**config.mk**
```make
export PLATFORM = sky130hd
export DESIGN_NAME = mcd_addr_decode
export DESIGN_NICKNAME = d
export VERILOG_FILES = /design/src/rtl/mcd_pkg.sv /design/src/rtl/mcd_cfg_regs.sv /design/src/rtl/mcd_gap_unit.sv /design/src/rtl/mcd_row_sel.sv /design/src/rtl/mcd_txn_ctr.sv /design/src/rtl/mcd_addr_decode.sv
export SDC_FILE = /design/constraint.sdc
export NUM_CORES = 1
export LEC_CHECK = 0
export BUFFER_PORTS_ARGS = -buffer_cell sky130_fd_sc_hd__buf_2
export CORE_UTILIZATION = 48
export DETAILED_ROUTE_END_ITERATION = 7
export GPL_ROUTABILITY_DRIVEN = 0
export PLACE_DENSITY_LB_ADDON = 0.25
export SLEW_MARGIN = 25
export SYNTH_ARGS = -nofsm -noshare
export SYNTH_HDL_FRONTEND = slang
export SYNTH_SLANG_ARGS = --single-unit
export TNS_END_PERCENT = 50
```
**constraint.sdc**
```tcl
create_clock -name clk -period 6.8 [get_ports clk]
set_input_delay 0.34 -clock clk [delete_from_list [all_inputs] [get_ports clk]]
set_output_delay 0.34 -clock clk [all_outputs]
set_load 0.03 [all_outputs]
```
**src/rtl/mcd_pkg.sv**
```systemverilog
package mcd_pkg;
  localparam int NUM_GAPS      = 3;
  localparam int SEL_BASE      = 0;
  localparam int SEL_ATTR      = 1;
  localparam int SEL_GAP_START = 2;
  localparam int SEL_GAP_SIZE  = SEL_GAP_START + NUM_GAPS;
  localparam int SEL_ROW       = SEL_GAP_SIZE + NUM_GAPS;

  typedef struct packed {
    logic boot_we;
    logic boot_re;
    logic main_we;
    logic main_re;
  } win_attr_t;
endpackage

```
**src/rtl/mcd_cfg_regs.sv**
```systemverilog
module mcd_cfg_regs
  import mcd_pkg::*;
#(
  parameter int ADDR_W   = 36,
  parameter int NUM_ROWS = 4,
  parameter int DATA_W   = 32,
  parameter int SEL_W    = 4,
  parameter int LIM_W    = 14,
  parameter int GAP_W    = 20
) (
  input  logic                                 clk,
  input  logic                                 rst_n,
  input  logic                                 wr_en,
  input  logic [SEL_W-1:0]                     wr_sel,
  input  logic [DATA_W-1:0]                    wr_data,
  output logic [LIM_W-1:0]                     base_o,
  output win_attr_t                            attr_o,
  output logic [NUM_GAPS-1:0]                  gap_en_o,
  output logic [NUM_GAPS-1:0][GAP_W-1:0]       gap_start_o,
  output logic [NUM_GAPS-1:0][GAP_W-1:0]       gap_size_o,
  output logic [NUM_ROWS-1:0][LIM_W-1:0]       row_lim_o
);
  logic [LIM_W-1:0]                base_q, base_d;
  win_attr_t                       attr_q, attr_d;
  logic [NUM_GAPS-1:0]             en_q, en_d;
  logic [NUM_GAPS-1:0][GAP_W-1:0]  start_q, start_d;
  logic [NUM_GAPS-1:0][GAP_W-1:0]  size_q, size_d;
  logic [NUM_ROWS-1:0][LIM_W-1:0]  lim_q, lim_d;
  logic                            unused_wdata;

  assign unused_wdata = ^wr_data;

  always_comb begin
    base_d  = base_q;
    attr_d  = attr_q;
    en_d    = en_q;
    start_d = start_q;
    size_d  = size_q;
    lim_d   = lim_q;
    if (wr_en) begin
      if (wr_sel == SEL_W'(SEL_BASE)) base_d = wr_data[LIM_W-1:0];
      if (wr_sel == SEL_W'(SEL_ATTR)) attr_d = win_attr_t'(wr_data[3:0]);
      for (int g = 0; g < NUM_GAPS; g++) begin
        if (wr_sel == SEL_W'(SEL_GAP_START + g)) begin
          en_d[g]    = wr_data[DATA_W-1];
          start_d[g] = wr_data[GAP_W-1:0];
        end
        if (wr_sel == SEL_W'(SEL_GAP_SIZE + g)) size_d[g] = wr_data[GAP_W-1:0];
      end
      for (int r = 0; r < NUM_ROWS; r++) begin
        if (wr_sel == SEL_W'(SEL_ROW + r)) lim_d[r] = wr_data[LIM_W-1:0];
      end
    end
  end

  always_ff @(posedge clk or negedge rst_n) begin
    if (!rst_n) begin
      base_q  <= '0;
      attr_q  <= '0;
      en_q    <= '0;
      start_q <= '0;
      size_q  <= '0;
      lim_q   <= '0;
    end else if (wr_en) begin
      base_q  <= base_d;
      attr_q  <= attr_d;
      en_q    <= en_d;
      start_q <= start_d;
      size_q  <= size_d;
      lim_q   <= lim_d;
    end
  end

  assign base_o      = base_q;
  assign attr_o      = attr_q;
  assign gap_en_o    = en_q;
  assign gap_start_o = start_q;
  assign gap_size_o  = size_q;
  assign row_lim_o   = lim_q;

  assert_cfg_hold_R12: assert property (@(posedge clk) disable iff (!rst_n)
    !wr_en |=> $stable(attr_q) && $stable(base_q) && $stable(lim_q));
endmodule

```
**src/rtl/mcd_gap_unit.sv**
```systemverilog
module mcd_gap_unit #(
  parameter int GAP_W     = 20,
  parameter int MIN_PAGES = 16
) (
  input  logic [GAP_W-1:0] page_i,
  input  logic             en_i,
  input  logic [GAP_W-1:0] start_i,
  input  logic [GAP_W-1:0] size_i,
  output logic             inside_o,
  output logic [GAP_W-1:0] hole_o
);
  logic [GAP_W:0] end_p;
  logic           recoverable;
  logic           below;

  always_comb begin
    end_p       = {1'b0, start_i} + {1'b0, size_i};
    recoverable = en_i && (size_i >= GAP_W'(MIN_PAGES));
    below       = ({1'b0, page_i} >= end_p);
    inside_o    = en_i && (page_i >= start_i) && !below;
    hole_o      = (recoverable && below) ? size_i : '0;
  end
endmodule

```
**src/rtl/mcd_row_sel.sv**
```systemverilog
module mcd_row_sel #(
  parameter int LIM_W    = 14,
  parameter int NUM_ROWS = 4,
  parameter int IDX_W    = 2
) (
  input  logic [LIM_W-1:0]                eff_hi_i,
  input  logic [NUM_ROWS-1:0][LIM_W-1:0]  lim_i,
  output logic                            hit_o,
  output logic [IDX_W-1:0]                row_o
);
  localparam int CNT_W = $clog2(NUM_ROWS + 1);

  logic [NUM_ROWS-1:0] past;
  logic [CNT_W-1:0]    cnt;

  for (genvar i = 0; i < NUM_ROWS; i++) begin : g_cmp
    assign past[i] = (eff_hi_i >= lim_i[i]);
  end

  always_comb begin
    cnt = '0;
    for (int i = 0; i < NUM_ROWS; i++) cnt = cnt + CNT_W'(past[i]);
  end

  assign hit_o = !past[NUM_ROWS-1];
  assign row_o = IDX_W'(cnt);
endmodule

```
**src/rtl/mcd_txn_ctr.sv**
```systemverilog
module mcd_txn_ctr #(
  parameter int MAX_OUT = 4
) (
  input  logic clk,
  input  logic rst_n,
  input  logic inc_i,
  input  logic dec_i,
  output logic ready_o
);
  localparam int CNT_W = $clog2(MAX_OUT + 1);

  logic [CNT_W-1:0] cnt_q, cnt_d;
  logic             dec_ok;

  always_comb begin
    dec_ok = dec_i && (cnt_q != '0);
    cnt_d  = cnt_q;
    if (inc_i && !dec_ok)      cnt_d = cnt_q + 1'b1;
    else if (!inc_i && dec_ok) cnt_d = cnt_q - 1'b1;
  end

  always_ff @(posedge clk or negedge rst_n) begin
    if (!rst_n)                cnt_q <= '0;
    else if (inc_i || dec_ok)  cnt_q <= cnt_d;
  end

  assign ready_o = (cnt_q < CNT_W'(MAX_OUT));

  assert_cnt_bound_R10: assert property (@(posedge clk) disable iff (!rst_n)
    cnt_q <= CNT_W'(MAX_OUT));
  assert_full_stall_R10: assert property (@(posedge clk) disable iff (!rst_n)
    (cnt_q == CNT_W'(MAX_OUT)) && !dec_i |=> !ready_o);
  assert_same_cycle_R11: assert property (@(posedge clk) disable iff (!rst_n)
    inc_i && dec_i && (cnt_q != '0) |=> $stable(cnt_q));
endmodule

```
**src/rtl/mcd_addr_decode.sv**
```systemverilog
module mcd_addr_decode
  import mcd_pkg::*;
#(
  parameter int ADDR_W   = 36,
  parameter int NUM_ROWS = 4,
  parameter int MAX_OUT  = 4,
  parameter int DATA_W   = 32,
  localparam int SEL_W   = $clog2(SEL_ROW + NUM_ROWS),
  localparam int IDX_W   = (NUM_ROWS > 1) ? $clog2(NUM_ROWS) : 1
) (
  input  logic              clk,
  input  logic              rst_n,
  input  logic              cfg_wr_en,
  input  logic [SEL_W-1:0]  cfg_sel,
  input  logic [DATA_W-1:0] cfg_wdata,
  input  logic              req_valid,
  input  logic              req_write,
  input  logic [ADDR_W-1:0] req_addr,
  output logic              req_ready,
  input  logic              done_pulse,
  output logic              rsp_valid,
  output logic              rsp_claim,
  output logic [IDX_W-1:0]  rsp_row,
  output logic [ADDR_W-1:0] rsp_eff_addr
);
  localparam int ROW_SHIFT  = 22;
  localparam int PAGE_SHIFT = 16;
  localparam int LIM_W      = ADDR_W - ROW_SHIFT;
  localparam int GAP_W      = ADDR_W - PAGE_SHIFT;
  localparam int MIN_PAGES  = 1 << (20 - PAGE_SHIFT);
  localparam int BOOT_PAGE  = 'hF;
  localparam int SUM_W      = GAP_W + $clog2(NUM_GAPS) + 1;
  localparam int DIFF_W     = ADDR_W + 3;

  logic [1:0] rst_sync;
  logic       rst_i_n;

  always_ff @(posedge clk or negedge rst_n) begin
    if (!rst_n) rst_sync <= '0;
    else        rst_sync <= {rst_sync[0], 1'b1};
  end
  assign rst_i_n = rst_sync[1];

  logic [LIM_W-1:0]                base;
  win_attr_t                       attr;
  logic [NUM_GAPS-1:0]             gap_en;
  logic [NUM_GAPS-1:0][GAP_W-1:0]  gap_start, gap_size, hole;
  logic [NUM_ROWS-1:0][LIM_W-1:0]  row_lim;
  logic [NUM_GAPS-1:0]             in_gap;

  mcd_cfg_regs #(
    .ADDR_W(ADDR_W), .NUM_ROWS(NUM_ROWS), .DATA_W(DATA_W),
    .SEL_W(SEL_W), .LIM_W(LIM_W), .GAP_W(GAP_W)
  ) u_regs (
    .clk(clk), .rst_n(rst_i_n), .wr_en(cfg_wr_en), .wr_sel(cfg_sel),
    .wr_data(cfg_wdata), .base_o(base), .attr_o(attr), .gap_en_o(gap_en),
    .gap_start_o(gap_start), .gap_size_o(gap_size), .row_lim_o(row_lim)
  );

  for (genvar g = 0; g < NUM_GAPS; g++) begin : g_gap
    mcd_gap_unit #(.GAP_W(GAP_W), .MIN_PAGES(MIN_PAGES)) u_gap (
      .page_i(req_addr[ADDR_W-1:PAGE_SHIFT]), .en_i(gap_en[g]),
      .start_i(gap_start[g]), .size_i(gap_size[g]),
      .inside_o(in_gap[g]), .hole_o(hole[g])
    );
  end

  logic [SUM_W-1:0]  hole_sum;
  logic [DIFF_W-1:0] diff;
  logic [ADDR_W-1:0] eff;
  logic              row_hit, boot_hit, allowed, claim, accept;
  logic [IDX_W-1:0]  row;

  always_comb begin
    hole_sum = '0;
    for (int g = 0; g < NUM_GAPS; g++) hole_sum = hole_sum + SUM_W'(hole[g]);
    diff = DIFF_W'(req_addr)
         - DIFF_W'({base, {ROW_SHIFT{1'b0}}})
         - DIFF_W'({hole_sum, {PAGE_SHIFT{1'b0}}});
    eff  = diff[ADDR_W-1:0];
  end

  mcd_row_sel #(.LIM_W(LIM_W), .NUM_ROWS(NUM_ROWS), .IDX_W(IDX_W)) u_rows (
    .eff_hi_i(eff[ADDR_W-1:ROW_SHIFT]), .lim_i(row_lim),
    .hit_o(row_hit), .row_o(row)
  );

  always_comb begin
    boot_hit = (req_addr[ADDR_W-1:PAGE_SHIFT] == GAP_W'(BOOT_PAGE));
    if (boot_hit) allowed = req_write ? attr.boot_we : attr.boot_re;
    else          allowed = req_write ? attr.main_we : attr.main_re;
    claim  = allowed && row_hit && !diff[DIFF_W-1] && !(|in_gap);
    accept = req_valid && req_ready;
  end

  mcd_txn_ctr #(.MAX_OUT(MAX_OUT)) u_ctr (
    .clk(clk), .rst_n(rst_i_n), .inc_i(accept && claim),
    .dec_i(done_pulse), .ready_o(req_ready)
  );

  logic              v_q, v_d, c_q, c_d;
  logic [IDX_W-1:0]  row_q;
  logic [ADDR_W-1:0] eff_q;

  always_comb begin
    v_d = accept;
    c_d = accept && claim;
  end

  always_ff @(posedge clk or negedge rst_i_n) begin
    if (!rst_i_n) begin
      v_q <= 1'b0;
      c_q <= 1'b0;
    end else begin
      v_q <= v_d;
      c_q <= c_d;
    end
  end

  always_ff @(posedge clk or negedge rst_i_n) begin
    if (!rst_i_n) begin
      row_q <= '0;
      eff_q <= '0;
    end else if (accept) begin
      row_q <= row;
      eff_q <= eff;
    end
  end

  assign rsp_valid    = v_q;
  assign rsp_claim    = c_q;
  assign rsp_row      = row_q;
  assign rsp_eff_addr = eff_q;

  assert_rsp_due_R9: assert property (@(posedge clk) disable iff (!rst_i_n)
    (req_valid && req_ready) |=> rsp_valid);
  assert_rsp_quiet_R9: assert property (@(posedge clk) disable iff (!rst_i_n)
    !(req_valid && req_ready) |=> !rsp_valid);
  assert_claim_valid_R9: assert property (@(posedge clk) disable iff (!rst_i_n)
    rsp_claim |-> rsp_valid);
  assert_gap_noclaim_R8: assert property (@(posedge clk) disable iff (!rst_i_n)
    (req_valid && req_ready && (|in_gap)) |=> !rsp_claim);
  assert_stall_R10: assert property (@(posedge clk) disable iff (!rst_i_n)
    (req_valid && !req_ready) |=> !rsp_valid);
endmodule

```
==> results.txt <==
Status -> finished with violations
Failing checks -> negative setup slack
Final Cell Area -> 25300 sq um
Antenna Nets Post-Route -> 0
DR vias/cell -> 5.582
Maximum vdd drop -> 0.4579 mV
Async SR Flop Fraction -> 100.0%
Detailed Route Iter0 Violations -> 1183
Pint -> 7.794 mW
Max clock buf depth -> 3
Post-synth top area share -> 31.76%
Drt wl/cell -> 19.68 um
Residual DRC count -> 0
Syn Nets -> 2438
EDFF count, synth -> 0
Port-buffer cells -> 107
Worst setup EP type -> flop
Initial antenna violation count -> 0
Grt total ovfl -> 0
H-tree levels -> 1
P_sw -> 6.117 mW
Final Hold Viols -> 0
Post-layout net count -> 2958
Fraction of layout cells with a size suffix above 1 -> 33.57%
Setup Slack @ Placement -> -3.489 ns
Diodes inserted -> 0
Worst EP required -> 7.29 ns
DIE WIDTH -> 201.3 um
Most frequent cells after synthesis -> ha_1, nand2_1, dfrtp_1
FF+latch count, synth -> 242
Pre-antenna DRT Iters -> 5
Die ar. -> 40520 sq um
CP max FO -> 6
Rows -> 72
WL final -> 61020 um
Fmax -> 99.57 MHz
Final setup violation count -> 19
Boundary pin count -> 119
Mapped Avg Cell Area -> 9.351 sq um
Clk sink count -> 242
Main synth FF type -> dfrtp_1
Comb power frac -> 72.3%
Clock Skew -> 0.01726 ns
DPL Wire Length -> 46360 um
Synth area leaders -> dfrtp_1, ha_1, mux2_2, nand2_1, inv_1
CTS tree -> built
Syn. warnings -> 0
Starting density of the core -> 48.99%
Vias in the first global route -> 17900
Largest net degree at the start of global routing -> 78
Core Area -> 38920 sq um
CTS clk-pin slew, worst paths -> 0.06 ns
Cell taking the most area after synthesis -> dfrtp_1
Worst EP arrival -> 10.53 ns
Die height -> 201.3 um
LEAKAGE -> 12.65 nW
Pwr per Cell Area -> 549.8 nW/um^2
Critical path's largest stage delay -> 0.44 ns
Total GRT Usage -> 30.22%
Final period util -> 147.7%
Most common cell in the netlist -> ha_1
Critical path type -> reg2reg
Power share of the sequential group -> 15.0%
Slowest CP cell -> fa_2
Vias -> 17310
Synth unique cells -> 63
Max cap viols -> 0
Fin crit period -> 10.04 ns
RSZ-0062 raised after global routing -> yes
Mapped cell area -> 19070 sq um
Sequential area share after synthesis -> 31.76%
First-pass GRT wire length -> 96220 um
Setup crit start kind -> flop
Final Max Slew Viols -> 0
Hold WC Path Type -> in2async
Post-route setup slack -> -3.243 ns
Worst-skew pair later-pin latency -> 0.58 ns
Clock buffer count from CTS -> 30
Top cell by count, worst path -> a21o_1
Relative slew margins -> 24.95%
Setup TNS -> -29.02 ns
Area grow syn2layout -> 32.70%
Sw frac -> 43.97%
Worst-margin pin slew -> 1.118 ns
CTS root buf -> clkbuf_16
Post-Syn Instances -> 2039
Clock group share of total power -> 12.6%
Post-DP Area -> 23130 sq um
-- power by group through the flow --
stage	Sequential, mW	Clock [mW]	Combinational, mW
final	2.09	1.76	10.1
after global placement	2.09	0	8.33
after detailed placement	2.10	0	8.60
after CTS	2.09	1.77	9.34
after floorplan	2.32	0	4.96
after global routing	2.13	1.83	11.0
-- registers in the layout (all words and copies together), names as in the netlist, 3 cells and up --
register,cells
u_regs.gap_size_o,60
u_regs.gap_start_o,60
u_regs.row_lim_o,56
rsp_eff_addr,36
u_regs.base_o,14
u_regs.attr_o,4
u_ctr.cnt_q,3
u_regs.gap_en_o,3
-- cells by family (layout without fill, tap and decap cells) --
logic type | Yosys count | in the layout | share of synthesized area [%]
AOI/OAI and AO/OA | 472 | 472 | 15.63
xor gates and xnor gates | 96 | 96 | 4.410
adders and majority gates | 321 | 321 | 22.17
buffers and inverters | 252 | 796 | 5.001
DFF | 242 | 242 | 31.76
muxes | 146 | 146 | 8.682
other | 1 | 1 | 0.01967
and+or+nand+nor | 509 | 509 | 12.33
-- critical path: cells and delay by family (launching register included) --
kind | cells | cell delay [ns]
compound gates | 23 | 4.54
xor+xnor | 4 | 0.58
fa+ha+maj | 9 | 2.54
buf+inv | 5 | 0.50
flops | 1 | 0.38
simple gates | 9 | 1.39
-- path summary, 6_finish.rpt --
kind	start	to	slack (ns)	cells after the start
setup / recovery	u_regs.gap_start_o[40]$_DFFE_PN0P_	u_ctr.cnt_q[2]$_DFFE_PN0P_	-3.24	50
hold / removal	rst_n	rst_sync[0]$_DFF_PN0_	0.09	2
setup reg to reg	u_regs.gap_start_o[40]$_DFFE_PN0P_	u_ctr.cnt_q[2]$_DFFE_PN0P_	-3.24	50
hold reg to reg	rst_sync[0]$_DFF_PN0_	rst_sync[1]$_DFF_PN0_	0.37	0
max in group asynchronous	rst_sync[1]$_DFF_PN0_	u_regs.gap_start_o[13]$_DFFE_PN0P_	5.05	1
min in group clk	cfg_wdata[15]	u_regs.gap_start_o[35]$_DFFE_PN0P_	0.09	3
-- layer usage --
layer	up-vias	GRT usage (%)	routed length, um
met3	155	5.296	4173
met4	0	12.04	2541
met1	8393	40.19	26530
met2	536	48.84	27780
met5	-	0	0
li1	8225	-	-
-- through the flow --
step           util, %  instances  hold WS [ns]  total power [mW]
2_1_floorplan        -       2039       0.04441             7.276
3_3_place_gp     59.42       2990        0.1262             10.42
3_5_place_dp     59.45       2990        0.1311             10.71
4_1_cts          63.89       3092       0.06099             13.20
5_1_grt          65.01       3101       0.08027             15.01
6_report         65.01       3101       0.08507             13.91
-- cell type report --
class	count	area [sq um]
clock buffer	36	824.5
inverter	203	762.0
multi-input combinational	1545	12870
clock inverter	20	252.7
tap	518	648.1
timing repair buffer	537	3882
sequential	242	6060
fill	3164	13620
-- cell usage in the layout, fill, tap and decap left out, types with 21 or more instances in the layout --
master / synthesis / final
a21o_1: 68 / 68
a21oi_1: 123 / 102
buf_2: 3 / 107
buf_4: 1 / 396
clkbuf_16: 0 / 31
dfrtp_1: 242 / 241
fa_1: 28 / 23
ha_1: 293 / 277
inv_1: 201 / 194
mux2_2: 145 / 143
nand2_1: 248 / 242
nand2b_1: 34 / 32
nand3_1: 33 / 31
nor2_1: 67 / 61
nor4_1: 24 / 21
o21ai_0: 140 / 117
xnor2_1: 50 / 42
xor2_1: 46 / 41
-- repair_timing --
item                                    4_1_cts  5_1_grt
buffers inserted                             30       13
endpoints found under the setup margin       22       22
hold endpoints to repair                     18        0
resized for setup                            64       75
hold buffers                                 17        0
pin swaps                                    62       72
No activity file was read; power rests on OpenSTA's default activity.
